File: src/rtl/irqsrc_pkg.sv
// Shared types and constants of the interrupt source controller.
// Assumes an 8-bit priority where 0xFF means masked.
package irqsrc_pkg;

    typedef enum logic [1:0] {
        OP_ROUTE_SET = 2'd0,
        OP_ROUTE_GET = 2'd1,
        OP_MUTE      = 2'd2,
        OP_UNMUTE    = 2'd3
    } cmd_op_e;

    // Flag order: bit 3 masked-pending, bit 2 rejected, bit 1 sent, bit 0 asserted
    typedef struct packed {
        logic mpend;
        logic rejd;
        logic sent;
        logic asrt;
    } src_flags_t;

    localparam logic [7:0] PRI_OFF = 8'hFF;
    localparam logic [7:0] RSP_OK  = 8'h00;
    localparam logic [7:0] RSP_BAD = 8'hFD;

endpackage

File: src/rtl/irqsrc_slot.sv
// State of one interrupt source: routing, saved priority, four flags and
// an offer-wanted bit. All stimuli of one cycle are applied in a fixed
// order: input, reject, EOI, routing write, scan visit.
// Assumes the source type (is_level) is static while out of reset.
module irqsrc_slot
    import irqsrc_pkg::*;
#(
    parameter int SRV_W = 2
) (
    input  logic             clk,
    input  logic             rst_n,
    input  logic             is_level,
    input  logic             line,
    input  logic             rej_hit,
    input  logic             eoi_hit,
    input  logic             cfg_we,
    input  logic [SRV_W-1:0] cfg_srv,
    input  logic [7:0]       cfg_pri,
    input  logic [7:0]       cfg_save,
    input  logic             scan_hit,
    input  logic             grant,
    output logic [SRV_W-1:0] srv_q,
    output logic [7:0]       pri_q,
    output logic [7:0]       save_q,
    output logic             want_q
);

    src_flags_t       f_q, f_n;
    logic [SRV_W-1:0] srv_n;
    logic [7:0]       pri_n, save_n;
    logic             want_n;

    // Next-state: fold the cycle's stimuli in their fixed order
    always_comb begin
        f_n    = f_q;
        srv_n  = srv_q;
        pri_n  = pri_q;
        save_n = save_q;
        want_n = want_q & ~grant;
        if (!is_level) begin
            if (line) begin
                if (pri_n == PRI_OFF) f_n.mpend = 1'b1;
                else                  want_n    = 1'b1;
            end
        end else if (line != f_n.asrt) begin
            f_n.asrt = line;
            if (pri_n != PRI_OFF && f_n.asrt && !f_n.sent) begin
                f_n.sent = 1'b1;
                want_n   = 1'b1;
            end
        end
        if (rej_hit) begin
            f_n.rejd = 1'b1;
            f_n.sent = 1'b0;
        end
        if (eoi_hit && is_level) f_n.sent = 1'b0;
        if (cfg_we) begin
            srv_n  = cfg_srv;
            pri_n  = cfg_pri;
            save_n = cfg_save;
            if (!is_level) begin
                if (f_n.mpend && pri_n != PRI_OFF) begin
                    f_n.mpend = 1'b0;
                    want_n    = 1'b1;
                end
            end else if (pri_n != PRI_OFF && f_n.asrt && !f_n.sent) begin
                f_n.sent = 1'b1;
                want_n   = 1'b1;
            end
        end
        if (scan_hit) begin
            if (is_level) begin
                if (pri_n != PRI_OFF && f_n.asrt && !f_n.sent) begin
                    f_n.sent = 1'b1;
                    want_n   = 1'b1;
                end
            end else if (f_n.rejd) begin
                f_n.rejd = 1'b0;
                if (pri_n != PRI_OFF) want_n = 1'b1;
            end
        end
    end

    // State register with reset to masked, unrouted, no flags
    always_ff @(posedge clk) begin
        if (!rst_n) begin
            f_q    <= '0;
            srv_q  <= '0;
            pri_q  <= PRI_OFF;
            save_q <= PRI_OFF;
            want_q <= 1'b0;
        end else begin
            f_q    <= f_n;
            srv_q  <= srv_n;
            pri_q  <= pri_n;
            save_q <= save_n;
            want_q <= want_n;
        end
    end

    AST_REJ_FLAG_SET: assert property (@(posedge clk) disable iff (!rst_n)
        rej_hit && !scan_hit |=> f_q.rejd);
    AST_EOI_CLEARS_LEVEL: assert property (@(posedge clk) disable iff (!rst_n)
        eoi_hit && is_level && !cfg_we && !scan_hit && (line == f_q.asrt) |=> !f_q.sent);
    AST_MPEND_EDGE_ONLY: assert property (@(posedge clk) disable iff (!rst_n)
        is_level |-> !f_q.mpend);
    AST_SENT_NEEDS_OFFER: assert property (@(posedge clk) disable iff (!rst_n)
        $rose(f_q.sent) |-> want_q);

endmodule

File: src/rtl/irqsrc_pick.sv
// Fixed-priority picker: selects the lowest-index source that wants an
// offer and issues a one-hot grant when the presenter accepts.
module irqsrc_pick #(
    parameter int N     = 8,
    parameter int IDX_W = 3
) (
    input  logic [N-1:0]     want,
    input  logic             rdy,
    output logic             vld,
    output logic [IDX_W-1:0] idx,
    output logic [N-1:0]     grant
);

    // Scan from the top so the lowest wanting index wins
    always_comb begin
        vld = 1'b0;
        idx = '0;
        for (int i = N - 1; i >= 0; i--) begin
            if (want[i]) begin
                vld = 1'b1;
                idx = IDX_W'(i);
            end
        end
        grant = (vld && rdy) ? (N'(1) << idx) : '0;
    end

endmodule

File: src/rtl/irqsrc_scan.sv
// Resend scanner: walks local indices 0..N-1, one per unstalled cycle,
// and folds requests arriving mid-scan into one further pass.
module irqsrc_scan #(
    parameter int N     = 8,
    parameter int IDX_W = 3
) (
    input  logic         clk,
    input  logic         rst_n,
    input  logic         req,
    input  logic         stall,
    output logic         busy,
    output logic [N-1:0] hit
);

    logic [IDX_W-1:0] idx_q;
    logic             again_q;
    logic             adv, last;

    assign adv  = busy && !stall;
    assign last = (idx_q == IDX_W'(N - 1));
    assign hit  = adv ? (N'(1) << idx_q) : '0;

    // Scan position, busy flag and merged-rescan memory
    always_ff @(posedge clk) begin
        if (!rst_n) begin
            busy    <= 1'b0;
            idx_q   <= '0;
            again_q <= 1'b0;
        end else if (!busy) begin
            if (req) begin
                busy  <= 1'b1;
                idx_q <= '0;
            end
        end else begin
            if (req) again_q <= 1'b1;
            if (adv) begin
                if (last) begin
                    if (again_q || req) begin
                        idx_q   <= '0;
                        again_q <= 1'b0;
                    end else begin
                        busy <= 1'b0;
                    end
                end else begin
                    idx_q <= idx_q + 1'b1;
                end
            end
        end
    end

    AST_SCAN_HOLDS: assert property (@(posedge clk) disable iff (!rst_n)
        busy && stall |=> busy && $stable(idx_q));
    AST_SCAN_STARTS_LOW: assert property (@(posedge clk) disable iff (!rst_n)
        !busy && req |=> busy && idx_q == '0);

endmodule

File: src/rtl/irqsrc_ctrl.sv
// Interrupt source controller top: decodes commands and presenter
// notifications onto NUM_SRC source slots, arbitrates their offers and
// drives the resend scanner. Assumes src_kind is held static after reset.
module irqsrc_ctrl
    import irqsrc_pkg::*;
#(
    parameter int NUM_SRC  = 8,
    parameter int NUM_SRV  = 4,
    parameter int SRC_BASE = 16,
    parameter int NUM_W    = 12,
    localparam int IDX_W   = (NUM_SRC > 1) ? $clog2(NUM_SRC) : 1,
    localparam int SRV_W   = (NUM_SRV > 1) ? $clog2(NUM_SRV) : 1
) (
    input  logic               clk,
    input  logic               rst_n,
    input  logic [NUM_SRC-1:0] src_kind,
    input  logic [NUM_SRC-1:0] src_in,
    input  logic               rej_vld,
    input  logic [NUM_W-1:0]   rej_num,
    input  logic               eoi_vld,
    input  logic [NUM_W-1:0]   eoi_num,
    input  logic               rsnd_req,
    input  logic               cmd_vld,
    input  logic [1:0]         cmd_op,
    input  logic [NUM_W-1:0]   cmd_num,
    input  logic [7:0]         cmd_srv,
    input  logic [8:0]         cmd_pri,
    output logic               rsp_vld,
    output logic [7:0]         rsp_code,
    output logic [7:0]         rsp_srv,
    output logic [7:0]         rsp_pri,
    output logic               ofr_vld,
    input  logic               ofr_rdy,
    output logic [SRV_W-1:0]   ofr_srv,
    output logic [NUM_W-1:0]   ofr_num,
    output logic [7:0]         ofr_pri,
    output logic               scan_busy
);

    logic [SRV_W-1:0]   srv_a  [NUM_SRC];
    logic [7:0]         pri_a  [NUM_SRC];
    logic [7:0]         save_a [NUM_SRC];
    logic [NUM_SRC-1:0] want, grant, scan_hit, cmd_match;
    logic [IDX_W-1:0]   pick_idx;
    logic               num_ok, cmd_bad, cmd_wr;
    logic [SRV_W-1:0]   cur_srv, wr_srv;
    logic [7:0]         cur_pri, cur_save, wr_pri, wr_save;
    cmd_op_e            op;

    assign op = cmd_op_e'(cmd_op);

    // Select the addressed slot's current routing and check the arguments
    always_comb begin
        cur_srv  = '0;
        cur_pri  = PRI_OFF;
        cur_save = PRI_OFF;
        for (int i = 0; i < NUM_SRC; i++) begin
            if (cmd_match[i]) begin
                cur_srv  = srv_a[i];
                cur_pri  = pri_a[i];
                cur_save = save_a[i];
            end
        end
        num_ok  = |cmd_match;
        cmd_bad = !num_ok || (op == OP_ROUTE_SET &&
                  (cmd_srv >= 8'(NUM_SRV) || cmd_pri > 9'd255));
        cmd_wr  = cmd_vld && !cmd_bad && op != OP_ROUTE_GET;
    end

    // Routing values a write command stores, by operation
    always_comb begin
        unique case (op)
            OP_ROUTE_SET: begin wr_srv = cmd_srv[SRV_W-1:0]; wr_pri = cmd_pri[7:0]; wr_save = cmd_pri[7:0]; end
            OP_MUTE:      begin wr_srv = cur_srv; wr_pri = PRI_OFF;  wr_save = cur_pri;  end
            OP_UNMUTE:    begin wr_srv = cur_srv; wr_pri = cur_save; wr_save = cur_save; end
            default:      begin wr_srv = cur_srv; wr_pri = cur_pri;  wr_save = cur_save; end
        endcase
    end

    generate
        for (genvar g = 0; g < NUM_SRC; g++) begin : g_slot
            assign cmd_match[g] = (cmd_num == NUM_W'(SRC_BASE + g));
            irqsrc_slot #(.SRV_W(SRV_W)) i_slot (
                .clk      (clk),
                .rst_n    (rst_n),
                .is_level (src_kind[g]),
                .line     (src_in[g]),
                .rej_hit  (rej_vld && rej_num == NUM_W'(SRC_BASE + g)),
                .eoi_hit  (eoi_vld && eoi_num == NUM_W'(SRC_BASE + g)),
                .cfg_we   (cmd_wr && cmd_match[g]),
                .cfg_srv  (wr_srv),
                .cfg_pri  (wr_pri),
                .cfg_save (wr_save),
                .scan_hit (scan_hit[g]),
                .grant    (grant[g]),
                .srv_q    (srv_a[g]),
                .pri_q    (pri_a[g]),
                .save_q   (save_a[g]),
                .want_q   (want[g])
            );
        end
    endgenerate

    irqsrc_pick #(.N(NUM_SRC), .IDX_W(IDX_W)) i_pick (
        .want  (want),
        .rdy   (ofr_rdy),
        .vld   (ofr_vld),
        .idx   (pick_idx),
        .grant (grant)
    );

    assign ofr_srv = srv_a[pick_idx];
    assign ofr_pri = pri_a[pick_idx];
    assign ofr_num = NUM_W'(SRC_BASE) + NUM_W'(pick_idx);

    irqsrc_scan #(.N(NUM_SRC), .IDX_W(IDX_W)) i_scan (
        .clk   (clk),
        .rst_n (rst_n),
        .req   (rsnd_req),
        .stall (ofr_vld && !ofr_rdy),
        .busy  (scan_busy),
        .hit   (scan_hit)
    );

    // Registered command response
    always_ff @(posedge clk) begin
        if (!rst_n) begin
            rsp_vld  <= 1'b0;
            rsp_code <= RSP_OK;
            rsp_srv  <= '0;
            rsp_pri  <= '0;
        end else begin
            rsp_vld  <= cmd_vld;
            rsp_code <= cmd_bad ? RSP_BAD : RSP_OK;
            rsp_srv  <= (cmd_vld && !cmd_bad && op == OP_ROUTE_GET) ? 8'(cur_srv) : 8'h00;
            rsp_pri  <= (cmd_vld && !cmd_bad && op == OP_ROUTE_GET) ? cur_pri : 8'h00;
        end
    end

    AST_CMD_ANSWERED: assert property (@(posedge clk) disable iff (!rst_n)
        cmd_vld |=> rsp_vld);
    AST_BAD_NUM_CODE: assert property (@(posedge clk) disable iff (!rst_n)
        cmd_vld && !num_ok |=> rsp_code == RSP_BAD);
    AST_OFFER_HELD: assert property (@(posedge clk) disable iff (!rst_n)
        ofr_vld && !ofr_rdy |=> ofr_vld);
    AST_ONE_GRANT: assert property (@(posedge clk) disable iff (!rst_n)
        $onehot0(grant) && (ofr_vld || grant == '0));

endmodule

File: config.mk
export PLATFORM = sky130hd
export DESIGN_NAME = irqsrc_ctrl
export DESIGN_NICKNAME = d
export VERILOG_FILES = /design/src/rtl/irqsrc_pkg.sv /design/src/rtl/irqsrc_slot.sv /design/src/rtl/irqsrc_pick.sv /design/src/rtl/irqsrc_scan.sv /design/src/rtl/irqsrc_ctrl.sv
export SDC_FILE = /design/constraint.sdc
export NUM_CORES = 1
export LEC_CHECK = 0
export ABC_CLOCK_PERIOD_IN_PS = 8650
export BUFFER_PORTS_ARGS = -buffer_cell sky130_fd_sc_hd__clkbuf_2
export CORE_MARGIN = 2
export CORE_UTILIZATION = 33
export DETAILED_ROUTE_END_ITERATION = 12
export PLACE_DENSITY = 0.61
export SETUP_SLACK_MARGIN = 0.3
export SYNTH_ARGS = -nofsm -noshare
export SYNTH_HDL_FRONTEND = slang
export SYNTH_SLANG_ARGS = --single-unit
File: constraint.sdc
create_clock -name clk -period 8.65 [get_ports clk]
set_input_delay 0.4325 -clock clk [delete_from_list [all_inputs] [get_ports clk]]
set_output_delay 0.4325 -clock clk [all_outputs]
set_load 0.02 [all_outputs]
Word level (Yosys, flattened, before mapping)
Index checks and enable logic that the tools add are counted.
- register bits: 214
- latch bits: 0
- RAM bits: 0
- bits in read-only memories: 0
- input port bits: 78
- output and inout port bits: 49
- word-level logic and storage cells: 621
- memories kept: 0
- add/sub/neg operators: 2
- multipliers: 0
- divide/modulo/power cells: 0
- magnitude comparators: 3
- equality and inequality tests: 64
- shifts and indexed selects: 2
- muxes and demuxes: 330
- bitwise gates (word level): 17
- reduce and logical (&&, ||, !) cells: 131
- operators by type and width (operator ; count):
    12-bit by 5-bit == test with 1-bit output (second input constant) ; 24
    1-bit 2-to-1 mux ; 241
    8-bit 2-to-1 mux ; 29
    8-bit inequality test (second input constant) ; 17
    1-bit logical AND ; 95
    2-bit 2-to-1 mux ; 43
    8-bit == test (second input constant) ; 8
    3-bit 2-to-1 mux ; 13
    1-bit zero test ; 28
    8-bit binary-select mux with 3-bit select ; 1
    8-bit one-hot mux with 3 select lines ; 1
    8-bit one-hot mux with 2 select lines ; 1
    1-bit by 3-bit << shifter with 8-bit output (first input constant) ; 2
    9-bit by 8-bit greater-than comparator with 1-bit output (second input constant) ; 1
    1-bit AND ; 8
    8-bit by 3-bit >= comparator with 1-bit output (second input constant) ; 1
    1-bit inequality test ; 8
    1-bit inverter ; 8
    8-bit OR reduction ; 1
    5-bit by 3-bit adder with 6-bit output (first input constant) ; 1
    2-bit binary-select mux with 3-bit select ; 1
    2-bit == test (second input constant) ; 2
    4-bit >= comparator (second input constant) ; 1
    3-bit inverter with 4-bit output ; 1
    other kinds (11) ; 13

Logic depth before layout (Yosys ltp)
Gate-level depths: netlist (run 1).
- depth in word-level cells: 22
- depth in mapped cells: 14
- mapped depth without buffers: 11

By module
From an unflattened synthesis (run 1), not the netlist that was laid out.
- cell total of the unflattened synthesis: 1238
- area, all modules: 11283.3 um^2
- by module, submodules not included (module ; instances ; cells an instance ; area each (um^2) ; sequential area each (um^2)):
    irqsrc_slot ; 8 ; 97 ; 934.6 ; 460.4
    irqsrc_ctrl ; 1 ; 393 ; 3253.1 ; 240.2
    irqsrc_scan ; 1 ; 40 ; 362.8 ; 100.1
    irqsrc_pick ; 1 ; 29 ; 190.2 ; 0.0

Worst setup path after synthesis (run 1)
OpenSTA, ideal clock, no wires.
- path type: input port to flip-flop
- start: in cmd_num[0]
- end: reg g_slot[6].i_slot.want_q
- library setup time: 0.125 ns
- arrival time: 2.995 ns
- data required time: 8.525 ns
- slack: 5.531 ns
- stages on the path: 14
- buffers on the path: 4
- cell sequence: buf_2 > and4b_1 > buf_6 > and3_4 > buf_6 > a221oi_1 > o21ai_1 > a221o_1 > buf_6 > or4_1 > clkinv_1 > o221ai_1 > o31ai_1 > o21ai_1
- cells in the longest elaborated chain, start to end: 21
- elaborated cells between the ends (all ways): 53
- those cells by class: eq/ne: 10; mux: 30; reduce/logical: 13
- ends and longest elaborated chain (element ; line ; RTL):
    start: declaration ; irqsrc_ctrl.sv:25 ; input logic [NUM_W-1:0] cmd_num,
    12-bit by 5-bit == test with 1-bit output ; irqsrc_ctrl.sv:82 ; assign cmd_match[g] = (cmd_num == NUM_W'(SRC_BASE + g));
    8-bit 2-to-1 mux (8 in series) ; irqsrc_ctrl.sv:58 ; if (cmd_match[i]) begin
    8-bit one-hot mux with 3 select lines ; irqsrc_ctrl.sv:72 ; unique case (op)
    8-bit inequality test ; irqsrc_slot.sv:62, irqsrc_slot.sv:66 ;
    1-bit logical AND (2 in series) ; irqsrc_slot.sv:66 ; end else if (pri_n != PRI_OFF && f_n.asrt && !f_n.sent) begin
    1-bit 2-to-1 mux ; irqsrc_slot.sv:66 ;
    1-bit 2-to-1 mux ; irqsrc_slot.sv:61 ; if (!is_level) begin
    1-bit 2-to-1 mux ; irqsrc_slot.sv:57 ; if (cfg_we) begin
    1-bit zero test ; irqsrc_slot.sv:73 ; if (pri_n != PRI_OFF && f_n.asrt && !f_n.sent) begin
    1-bit logical AND ; irqsrc_slot.sv:73 ;
    1-bit 2-to-1 mux ; irqsrc_slot.sv:73 ;
    1-bit 2-to-1 mux ; irqsrc_slot.sv:72 ; if (is_level) begin
    1-bit 2-to-1 mux (*) ; irqsrc_slot.sv:71 ; if (scan_hit) begin
    end signal: assignment ; irqsrc_slot.sv:97 ; want_q <= want_n;
    end: declaration ; irqsrc_slot.sv:25 ; output logic want_q
Every way passes the cells marked *; elsewhere a longest branch is shown, timed or not.
A chain may end at the register's enable or synchronous reset.

Worst setup path after layout (run 1)
- start: reg g_slot[7].i_slot.want_q
- end: out ofr_pri[3]
- cells in the longest elaborated chain, start to end: 12
- ends and longest elaborated chain (element ; line ; RTL):
    start: declaration ; irqsrc_slot.sv:25 ;
    start signal: assignment ; irqsrc_slot.sv:97 ;
    3-bit 2-to-1 mux (8 in series) ; irqsrc_pick.sv:19 ; if (want[i]) begin
    3-bit inverter with 4-bit output (not written as such) ; irqsrc_ctrl.sv:113 ; assign ofr_pri = pri_a[pick_idx];
    8-bit binary-select mux with 3-bit select ; irqsrc_ctrl.sv:113 ;
    8-bit 2-to-1 mux (not written as such) (2 in series) ; irqsrc_ctrl.sv:113 ;
    end: declaration ; irqsrc_ctrl.sv:36 ; output logic [7:0] ofr_pri,
Every way passes these cells. The select of a mux whose other input is x is not followed.

==> qor.csv, run 1 <==
metric;value;unit
htree_levels;1;
worst_ep_required_time;8.22;ns
synth-async-reset-ratio;0;
syn_to_final_growth;13.1;%
vias_per_cell;5.95;
grt_start_max_net_pins;100;
worst_slack;4.36;ns
ctsResizeCount;0;
worstMarginPinSlew;1.20;ns
final.setup.tns;0;ns
start_util;0.333;
regToRegEndpoint;g_slot[0].i_slot.want_q$_SDFF_PN0_;
cts_tree;built;
synthTopCellsByArea;dfxtp_1 35%, nand2_1 8.6%, o211ai_1 7.9%, a21oi_1 4.1%, mux2i_1 4.1%;
end_kind;output pin;
worstHoldPathCells;3;
core.rowCount;68;
track_usage;0.238;
max-slew-margin-rel;0.192;
clock_sinks;201;
powerDensity;171;mW/mm^2
place_ws;4.11;ns
antenna_found_initial;0;
totalPowerFinal;2.21;mW
nNetsFinal;1584;
yosysTopAreaCellShare;0.353;
die-area;0.0361;mm^2
power_frac_clock;0.490;
power.switching;0.543;mW
routed_wl;43800;um
num_vias;11700;
final_cell_mix;262 x nand2_1, 201 x dfxtp_1, 120 x o211ai_1;
root_buffer;clkbuf_16;
peakVddDrop;0.124;mV
diodes;0;
clk_latency;0.53;ns
postSynthCellCount;1463;
grt_pass1_wl;66500;um
hold_path_end;i_scan.busy$_SDFF_PN0_;
synthFlopType;dfxtp_1;
first_pass_iters;5;
setup_viol;0;
critPathSlowestCell;inv_1;
leakage;5.66;nW
reg2reg_slack;5.27;ns
overflow;0;
fillers;3572;
synth_warnings;0;
crit_fanout;21;
max_stage_delay;0.86;ns
min_from;rsnd_req;
ant_nets;0;
clkTransAtPathRegs;0.06;ns
drv_slew;0;
grt_pass1_vias;10700;
die_h;190;um
ff2ff_path_depth;10;
finClkSkew;0.0198;ns
synth_edf_count;0;
status;finished, final reports clean;
mostFrequentLayoutCell;nand2_1;
power_frac_comb;0.085;
place_congestion;0.981;
io_pins;127;
hold_viol_final;0;
rsz0062_at_grt;no;
netlist_area;0.0114;mm^2
ys_ff_latch;201;
avgSynthCellArea;7.80;um^2
portBuffers;110;
synth_cell_type_count;87;
period_minus_slack;4.29;ns
die_w;190;um
cts_made_buffers;24;
fp.coreArea;0.0343;mm^2
synth_top_cell_by_area;dfxtp_1;
final_core_util;0.376;
drc;0;
routedWlPerCell;22.2;um
yosysSeqAreaShare;0.353;
cts_hold_buf;0;
hold_path.class;in -> reg;
postCtsSetupRepairBufs;0;
drt_iter0_markers;1338;
swShare;0.246;
fmax;233;MHz
place_hpwl;31000;um
seq_power_share;0.425;
criticalPathCategory;reg -> out;
worstPathArrival;3.86;ns
cap_viol_max_count;0;
regToRegStartpoint;g_slot[3].i_slot.save_q[0]$_SDFFE_PN1P_;
finalCritPeriodShare;0.496;
intPower;1.66;mW
drive_gt1_frac;0.146;
clockBufferDepth;3;
worst_setup_path_start_kind;flop;
worstPathCellList;nand2b_1 > a21oi_1 > nor2_1 > nor2_2 > nor2_1 > or2_2 > inv_1 > nand2_1 > nand2_1 > a21oi_1 > o21ai_0 > clkbuf_2;
[worst max path at each step]
stage / from / to / slack [ns]
3_3_place_gp: cmd_num[0] / g_slot[4].i_slot.want_q$_SDFF_PN0_ / 4.14
4_1_cts: g_slot[7].i_slot.want_q$_SDFF_PN0_ / ofr_pri[6] / 4.47
5_1_grt: cmd_num[1] / g_slot[0].i_slot.want_q$_SDFF_PN0_ / 4.32
3_5_place_dp: cmd_num[0] / g_slot[4].i_slot.want_q$_SDFF_PN0_ / 4.11
2_1_floorplan: cmd_num[0] / g_slot[6].i_slot.want_q$_SDFF_PN0_ / 5.53
6_report: g_slot[7].i_slot.want_q$_SDFF_PN0_ / ofr_pri[3] / 4.36
[cells in the mapped netlist, types with 8 or more instances]
cell and count:
nor4_1 10, mux2i_1 47, nor2_1 115, a31oi_1 16, a22oi_1 8, nand4_1 16
inv_1 28, o211ai_1 120, buf_6 8, nor3_1 28, o22ai_1 15, o21a_1 9
nand2b_1 24, buf_4 27, nand2_1 262, clkbuf_1 77, a22o_1 16, or2_2 12
o221ai_1 13, o21ai_0 70, nand3_1 45, a211oi_1 13, nor2b_1 16, buf_2 14
mux2_2 11, a21oi_1 94, and3_1 8, dfxtp_1 201
[worst max-delay path, delay by kind of cell, from the launching register on]
kind,cells,cell delay (ns)
buf+inv,2,1.14
simple gates,7,1.03
compound gates,3,0.75
flops,1,0.40
[stage by stage]
| stage | instance area, um^2 | cells | hold slack [ns] |
|---|---|---|---|
| 2_1_floorplan | 11500 | 1477 | 0.437 |
| 3_3_place_gp | 12100 | 1929 | 0.446 |
| 4_1_cts | 12900 | 1971 | 0.164 |
| 6_report | 12900 | 1971 | 0.178 |
| 5_1_grt | 12900 | 1971 | 0.169 |
| 3_5_place_dp | 12100 | 1929 | 0.465 |
[cell families after synthesis]
logic type	Yosys count	synth area share
AND/OR/NAND/NOR	577	0.237
AO/OA/AOI/OAI	455	0.274
flip-flops	201	0.353
buffers and inverters	160	0.0683
multiplexers	62	0.0600
adder cells (fa/ha/maj)	6	0.00658
other	2	0.000659
[per-layer routing]
| layer | GRT usage | vias up | wire, um |
|---|---|---|---|
| li1 | - | 5394 | - |
| met1 | 0.325 | 5599 | 18500 |
| met2 | 0.381 | 607 | 19800 |
| met3 | 0.0356 | 120 | 3700 |
| met4 | 0.0826 | 0 | 1740 |
| met5 | 0 | - | 0 |
[flip-flops by register name, summed over array words and instances (netlist names)]
name                  count
g_slot.i_slot.f_q        32
g_slot.i_slot.pri_q      64
g_slot.i_slot.save_q     64
g_slot.i_slot.srv_q      16
g_slot.i_slot.want_q      8
i_scan.again_q            1
i_scan.busy               1
i_scan.idx_q              3
rsp_code                  1
rsp_pri                   8
rsp_srv                   2
rsp_vld                   1
[power groups by stage]
stage	Combinational [mW]	Clock, mW	Sequential [mW]
after floorplan	0.127	0	0.956
after global placement	0.183	0	0.956
after detailed placement	0.183	0	0.956
after CTS	0.184	1.10	0.936
after global routing	0.200	1.14	0.936
final	0.188	1.08	0.936
[layout make-up]
| type | instances | area [um^2] | share of cell area |
|---|---|---|---|
| clock buffers | 30 | 684 | 0.0530 |
| clock inverters | 12 | 163 | 0.0126 |
| inverters | 30 | 113 | 0.00873 |
| multi-input cells | 1116 | 6670 | 0.517 |
| flip-flops and latches | 201 | 4020 | 0.312 |
| well taps | 455 | 569 | 0.0441 |
| repair buffers | 127 | 681 | 0.0527 |
Power figures use the tool's default switching activity.
==> run 2: changes to the inputs <==
ABC_AREA = 1   (was default)
ABC_CLOCK_PERIOD_IN_PS = 4500   (was 8650)
clock period = 4.5 ns   (was 8.65 ns; I/O delays follow)
==> run 2 against run 1 <==
Worst setup slack worse by 3.6 ns. Clock-buffer cell count up 2. Clock power up 91%. Sequential share of layout area down 1.4 points. Flip-flop and latch count unchanged. Non-clock buffer count up 1. Power up 89%. First-iteration DRC count up 8.8%. Final cell count up 22%. Worst hold slack worse by 0.14 ns. Global-route usage up 0.25 points. Critical endpoint is now ofr_pri[1]. Highest routed layer unchanged.
==> qor.csv, run 2 <==
metric;value;unit
crit_start;g_slot[7].i_slot.want_q$_SDFF_PN0_;
ys_ff_latch;201;
yosysSeqAreaShare;0.340;
criticalPathCategory;reg -> out;
final_cell_mix;443 x nand2_1, 237 x inv_1, 201 x dfxtp_1;
synthTopCellsByArea;dfxtp_1 34%, nand2_1 14%, nand3_1 8.2%, inv_1 7.6%, nor2_1 5.8%;
avgSynthCellArea;6.38;um^2
cts_made_buffers;24;
final.setup.tns;0;ns
synth_warnings;0;
start_util;0.334;
placed_area;0.0127;mm^2
place_congestion;0.975;
postSynthCellCount;1854;
clkTransAtPathRegs;0.06;ns
die_w;193;um
syn_to_final_growth;14.2;%
finalCritPeriodShare;0.827;
leakage;6.85;nW
fillers;3865;
period_minus_slack;3.72;ns
regToRegStartpoint;g_slot[0].i_slot.pri_q[5]$_SDFF_PN1_;
yosysTopAreaCellShare;0.340;
fmax;269;MHz
clockBufferDepth;3;
drt_iter0_markers;1456;
cts_tree;built;
worst_slack;0.780;ns
max-slew-margin-rel;0.265;
drc;0;
status;finished, final reports clean;
synth_most_common_cell;nand2_1;
vias_per_cell;5.34;
die_h;193;um
antenna_found_initial;0;
regToRegEndpoint;g_slot[6].i_slot.want_q$_SDFF_PN0_;
synthFlopType;dfxtp_1;
cap_viol_max_count;0;
ctsResizeCount;0;
final_core_util;0.382;
clock_sinks;201;
setup_viol;0;
root_buffer;clkbuf_16;
mostFrequentLayoutCell;nand2_1;
synth_top_cell_by_area;dfxtp_1;
worstMarginPinSlew;1.10;ns
powerDensity;309;mW/mm^2
postCtsSetupRepairBufs;0;
hold_viol_final;0;
grt_start_max_net_pins;57;
peakVddDrop;0.195;mV
worst_setup_path_start_kind;flop;
worstPathArrival;3.49;ns
reg2reg_slack;1.53;ns
io_pins;127;
synth_cell_type_count;49;
synth_commonest_cells;443 x nand2_1, 238 x inv_1, 201 x dfxtp_1, 194 x nand3_1, 183 x nor2_1;
worst_ep_required_time;4.28;ns
nNetsFinal;2021;
portBuffers;110;
ant_nets;0;
stdcell_area;0.0135;mm^2
num_vias;12900;
grt_pass1_vias;11800;
whs;0.0366;ns
routed_wl;46200;um
overflow;0;
fp.coreArea;0.0354;mm^2
clk_latency;0.54;ns
core.rowCount;69;
htree_levels;1;
routedWlPerCell;19.1;um
finClkSkew;0.0153;ns
largestRegisters;g_slot.i_slot.pri_q x64, g_slot.i_slot.save_q x64, g_slot.i_slot.f_q x32;
end_kind;output pin;
drive_gt1_frac;0.126;
place_hpwl;35300;um
synth_edf_count;0;
place_ws;0.768;ns
min_from;cmd_vld;
die-area;0.0374;mm^2
synth-async-reset-ratio;0;
drv_slew;0;
rsz0062_at_grt;no;
grt_pass1_wl;70700;um
first_pass_iters;5;
hold_path_end;rsp_vld$_SDFF_PN0_;
ff2ff_path_depth;18;
worstHoldPathCells;3;
crit_fanout;16;
track_usage;0.240;
hold_path.class;in -> reg;
netlist_area;0.0118;mm^2
## run 2: layer usage
metal	part of all wire	wire, um	global-route usage	vias to the layer above
met2	0.43	20000	0.375	633
met4	0.041	1870	0.0888	0
li1	-	-	-	6198
met1	0.43	20100	0.331	5949
met5	0	0	0	-
met3	0.091	4230	0.0422	108
## run 2: worst max path at each step
stage	to	slack [ns]	cells after the start
after floorplan	ofr_pri[3]	1.99	11
after global placement	g_slot[6].i_slot.want_q$_SDFF_PN0_	0.77	19
after detailed placement	g_slot[6].i_slot.want_q$_SDFF_PN0_	0.77	19
after CTS	ofr_pri[1]	0.95	14
after global routing	ofr_pri[0]	0.60	14
final	ofr_pri[1]	0.78	14
## run 2: cell families (layout without fill, tap and decap cells)
kind of cell    after synthesis  in the layout  synth area share
simple gates                968            968             0.369
buf+inv                     343            426             0.121
compound gates              334            334             0.163
flops                       201            201             0.340
fa+ha+maj                     6              6           0.00635
other cells                   2             17          0.000635
## run 2: stage by stage
step	total power, mW	std cells
2_1_floorplan	2.03	1868
3_3_place_gp	2.15	2371
3_5_place_dp	2.15	2371
4_1_cts	4.19	2412
5_1_grt	4.29	2412
6_report	4.17	2413
## run 2: repair_timing
action	CTS	global route
setup endpoints to repair	0	0
hold endpoints to repair	1	0
hold buffers	1	0
## run 2: critical path, cell delays in order (launching register included)
cell	delay (ns)
dfxtp_1	0.37
inv_1	0.07
nor2_1	0.10
nor2_1	0.04
o21ai_0	0.15
nand2_1	0.09
a21oi_1	0.33
inv_1	0.08
nor2_1	0.19
buf_4	0.20
inv_1	0.27
o221ai_1	0.51
o21ai_0	0.30
inv_1	0.11
clkbuf_2	0.17
## run 2: cell type report
class,count,area (um^2),share of cell area
diodes,1,2.50,0.000185
clock inverters,8,118,0.00870
multi-input cells,1324,6430,0.476
well taps,461,577,0.0427
clock buffers,32,702,0.0519
repair buffers,128,691,0.0511
flip-flops and latches,201,4020,0.298
inverters,258,968,0.0717
## run 2: power by group
group	switching (mW)	internal, mW	leakage [nW]	total (mW)
clock network	0.804	1.25	0.405	2.06
logic	0.232	0.0803	4.81	0.313
registers	0.00871	1.79	1.63	1.80
==> run 3: changes to the inputs <==
ABC_AREA = 0   (was 1)
ABC_CLOCK_PERIOD_IN_PS = 3350   (was 4500)
PLACE_DENSITY = 0.63   (was 0.61)
clock period = 3.35 ns   (was 4.5 ns; I/O delays follow)
==> run 3 against run 2 <==
First-iteration DRC count is 30% lower. Sequential share of layout area is 0.44 points lower. Via count is 7.4% lower. Clock skew is 0.0032 ns higher. Worst hold slack worse by 0.0084 ns. Global-route usage is 0.36 points lower. Critical path type unchanged. Final cell count is 14% lower. Power is 35% higher. Highest routed layer unchanged. Combinational power is 76% higher. Clock power is 29% higher. Wire length is 5.8% lower.
==> qor.csv, run 3 (same netlist as run 1, synthesis figures left out) <==
metric;value;unit
end_kind;output pin;
powerDensity;410;mW/mm^2
worst_slack;0.353;ns
peakVddDrop;0.367;mV
period_minus_slack;3.00;ns
routedWlPerCell;21.0;um
clkTransAtPathRegs;0.06;ns
hold_path.class;in -> reg;
final_cell_mix;262 x nand2_1, 200 x dfxtp_1, 120 x o211ai_1;
finalCritPeriodShare;0.895;
antenna_found_initial;0;
htree_levels;1;
root_buffer;clkbuf_16;
clockBufferDepth;3;
worstPathArrival;2.83;ns
place_hpwl;32700;um
drt_iter0_markers;1012;
vias_per_cell;5.76;
grt_pass1_wl;66500;um
nNetsFinal;1684;
ant_nets;0;
totalPowerFinal;5.63;mW
ff2ff_path_depth;10;
min_from;src_kind[7];
status;finished, final reports clean;
drv_slew;0;
worstMarginPinSlew;0.890;ns
hold_viol_final;0;
crit_start;g_slot[6].i_slot.want_q$_SDFF_PN0_;
start_util;0.333;
die_w;190;um
first_pass_iters;6;
cts_made_buffers;23;
cts_tree;built;
die-area;0.0361;mm^2
regToRegStartpoint;g_slot[0].i_slot.save_q[1]$_SDFFE_PN1P_;
overflow;0;
worst_ep_required_time;3.18;ns
fillers;3524;
finClkSkew;0.0185;ns
portBuffers;110;
grt_start_max_net_pins;110;
grt_pass1_vias;11300;
core.rowCount;68;
diodes;0;
drc;0;
fp.coreArea;0.0343;mm^2
num_vias;11900;
io_pins;127;
routed_wl;43500;um
place_ws;-0.293;ns
fmax;334;MHz
reg2reg_slack;0.39;ns
worst_setup_path_start_kind;flop;
die_h;190;um
syn_to_final_growth;20.3;%
cap_viol_max_count;0;
crit_fanout;6;
track_usage;0.236;
place_congestion;0.955;
final_core_util;0.400;
final.setup.tns;0;ns
max-slew-margin-rel;0.402;
clock_sinks;201;
setup_viol;0;
leakage;6.12;nW
worstHoldPathCells;3;
criticalPathCategory;reg -> out;
largestRegisters;g_slot.i_slot.pri_q x64, g_slot.i_slot.save_q x64, g_slot.i_slot.f_q x32;
rsz0062_at_grt;yes;
final_cells;2072;
drive_gt1_frac;0.195;
clk_latency;0.53;ns
mostFrequentLayoutCell;nand2_1;
dp.cells;2016;
[run 3: cell types whose count changed in the layout (fill, tap and decap cells not counted), moves of 53 or more]
cell,previous run,this run
inv_1,237,27
nand2_1,443,262
nand3_1,194,45
o211ai_1,22,120
buf_4,18,104
nor2_1,183,113
o21ai_0,119,66
[run 3: worst max-delay path, stage by stage (launching register included)]
cell	delay, ns
dfxtp_1	0.31
nand2b_1	0.14
a21oi_1	0.18
nor2_1	0.07
nor2_2	0.12
nor2_1	0.05
or2_2	0.31
clkinvlp_4	0.10
clkbuf_4	0.21
nand2_1	0.07
nand2_1	0.06
a21oi_1	0.07
o21ai_0	0.36
clkbuf_2	0.25
[run 3: cell type report]
class                           instances  area (um^2)  area share
Multi-Input combinational cell       1116         6710       0.489
Sequential cell                       201         4030       0.293
Timing Repair Buffer                  228         1520       0.110
Clock buffer                           31          626      0.0456
Tap cell                              455          569      0.0415
Clock inverter                         11          163      0.0119
Inverter                               30          116     0.00848
[run 3: worst paths after layout]
path | endpoint
max | ofr_pri[1]
min | g_slot[7].i_slot.f_q[0]$_SDFF_PN0_
max reg2reg | g_slot[1].i_slot.f_q[1]$_SDFF_PN0_
min reg2reg | g_slot[7].i_slot.f_q[0]$_SDFF_PN0_
[run 3: power breakdown]
| group | total [mW] | switching [mW] | internal, mW |
|---|---|---|---|
| logic | 0.552 | 0.359 | 0.193 |
| clock network | 2.66 | 1.04 | 1.62 |
| registers | 2.42 | 0.0110 | 2.41 |
[run 3: timing repair]
| item | in CTS | in global routing |
|---|---|---|
| hold buffers | 9 | 0 |
| buffers inserted | 0 | 5 |
| hold endpoints to repair | 16 | 0 |
| pin swaps | 0 | 2 |
| gates resized for setup | 4 | 11 |
| endpoints found under the setup margin | 13 | 22 |
[run 3: metal layers]
| metal | part of all wire | vias to the layer above | GRT usage | routed length, um |
|---|---|---|---|---|
| li1 | - | 5592 | - | - |
| met4 | 0.045 | 0 | 0.103 | 1940 |
| met1 | 0.42 | 5684 | 0.309 | 18300 |
| met2 | 0.46 | 537 | 0.390 | 20000 |
| met5 | 0 | - | 0 | 0 |
| met3 | 0.074 | 122 | 0.0325 | 3210 |
[run 3: stage by stage]
step,hold slack [ns],instance area (um^2)
finish,0.0282,13700
global route,0.0535,13700
floorplan,0.297,11500
global placement,0.424,12700
detailed placement,0.429,12700
CTS,0.00747,13600
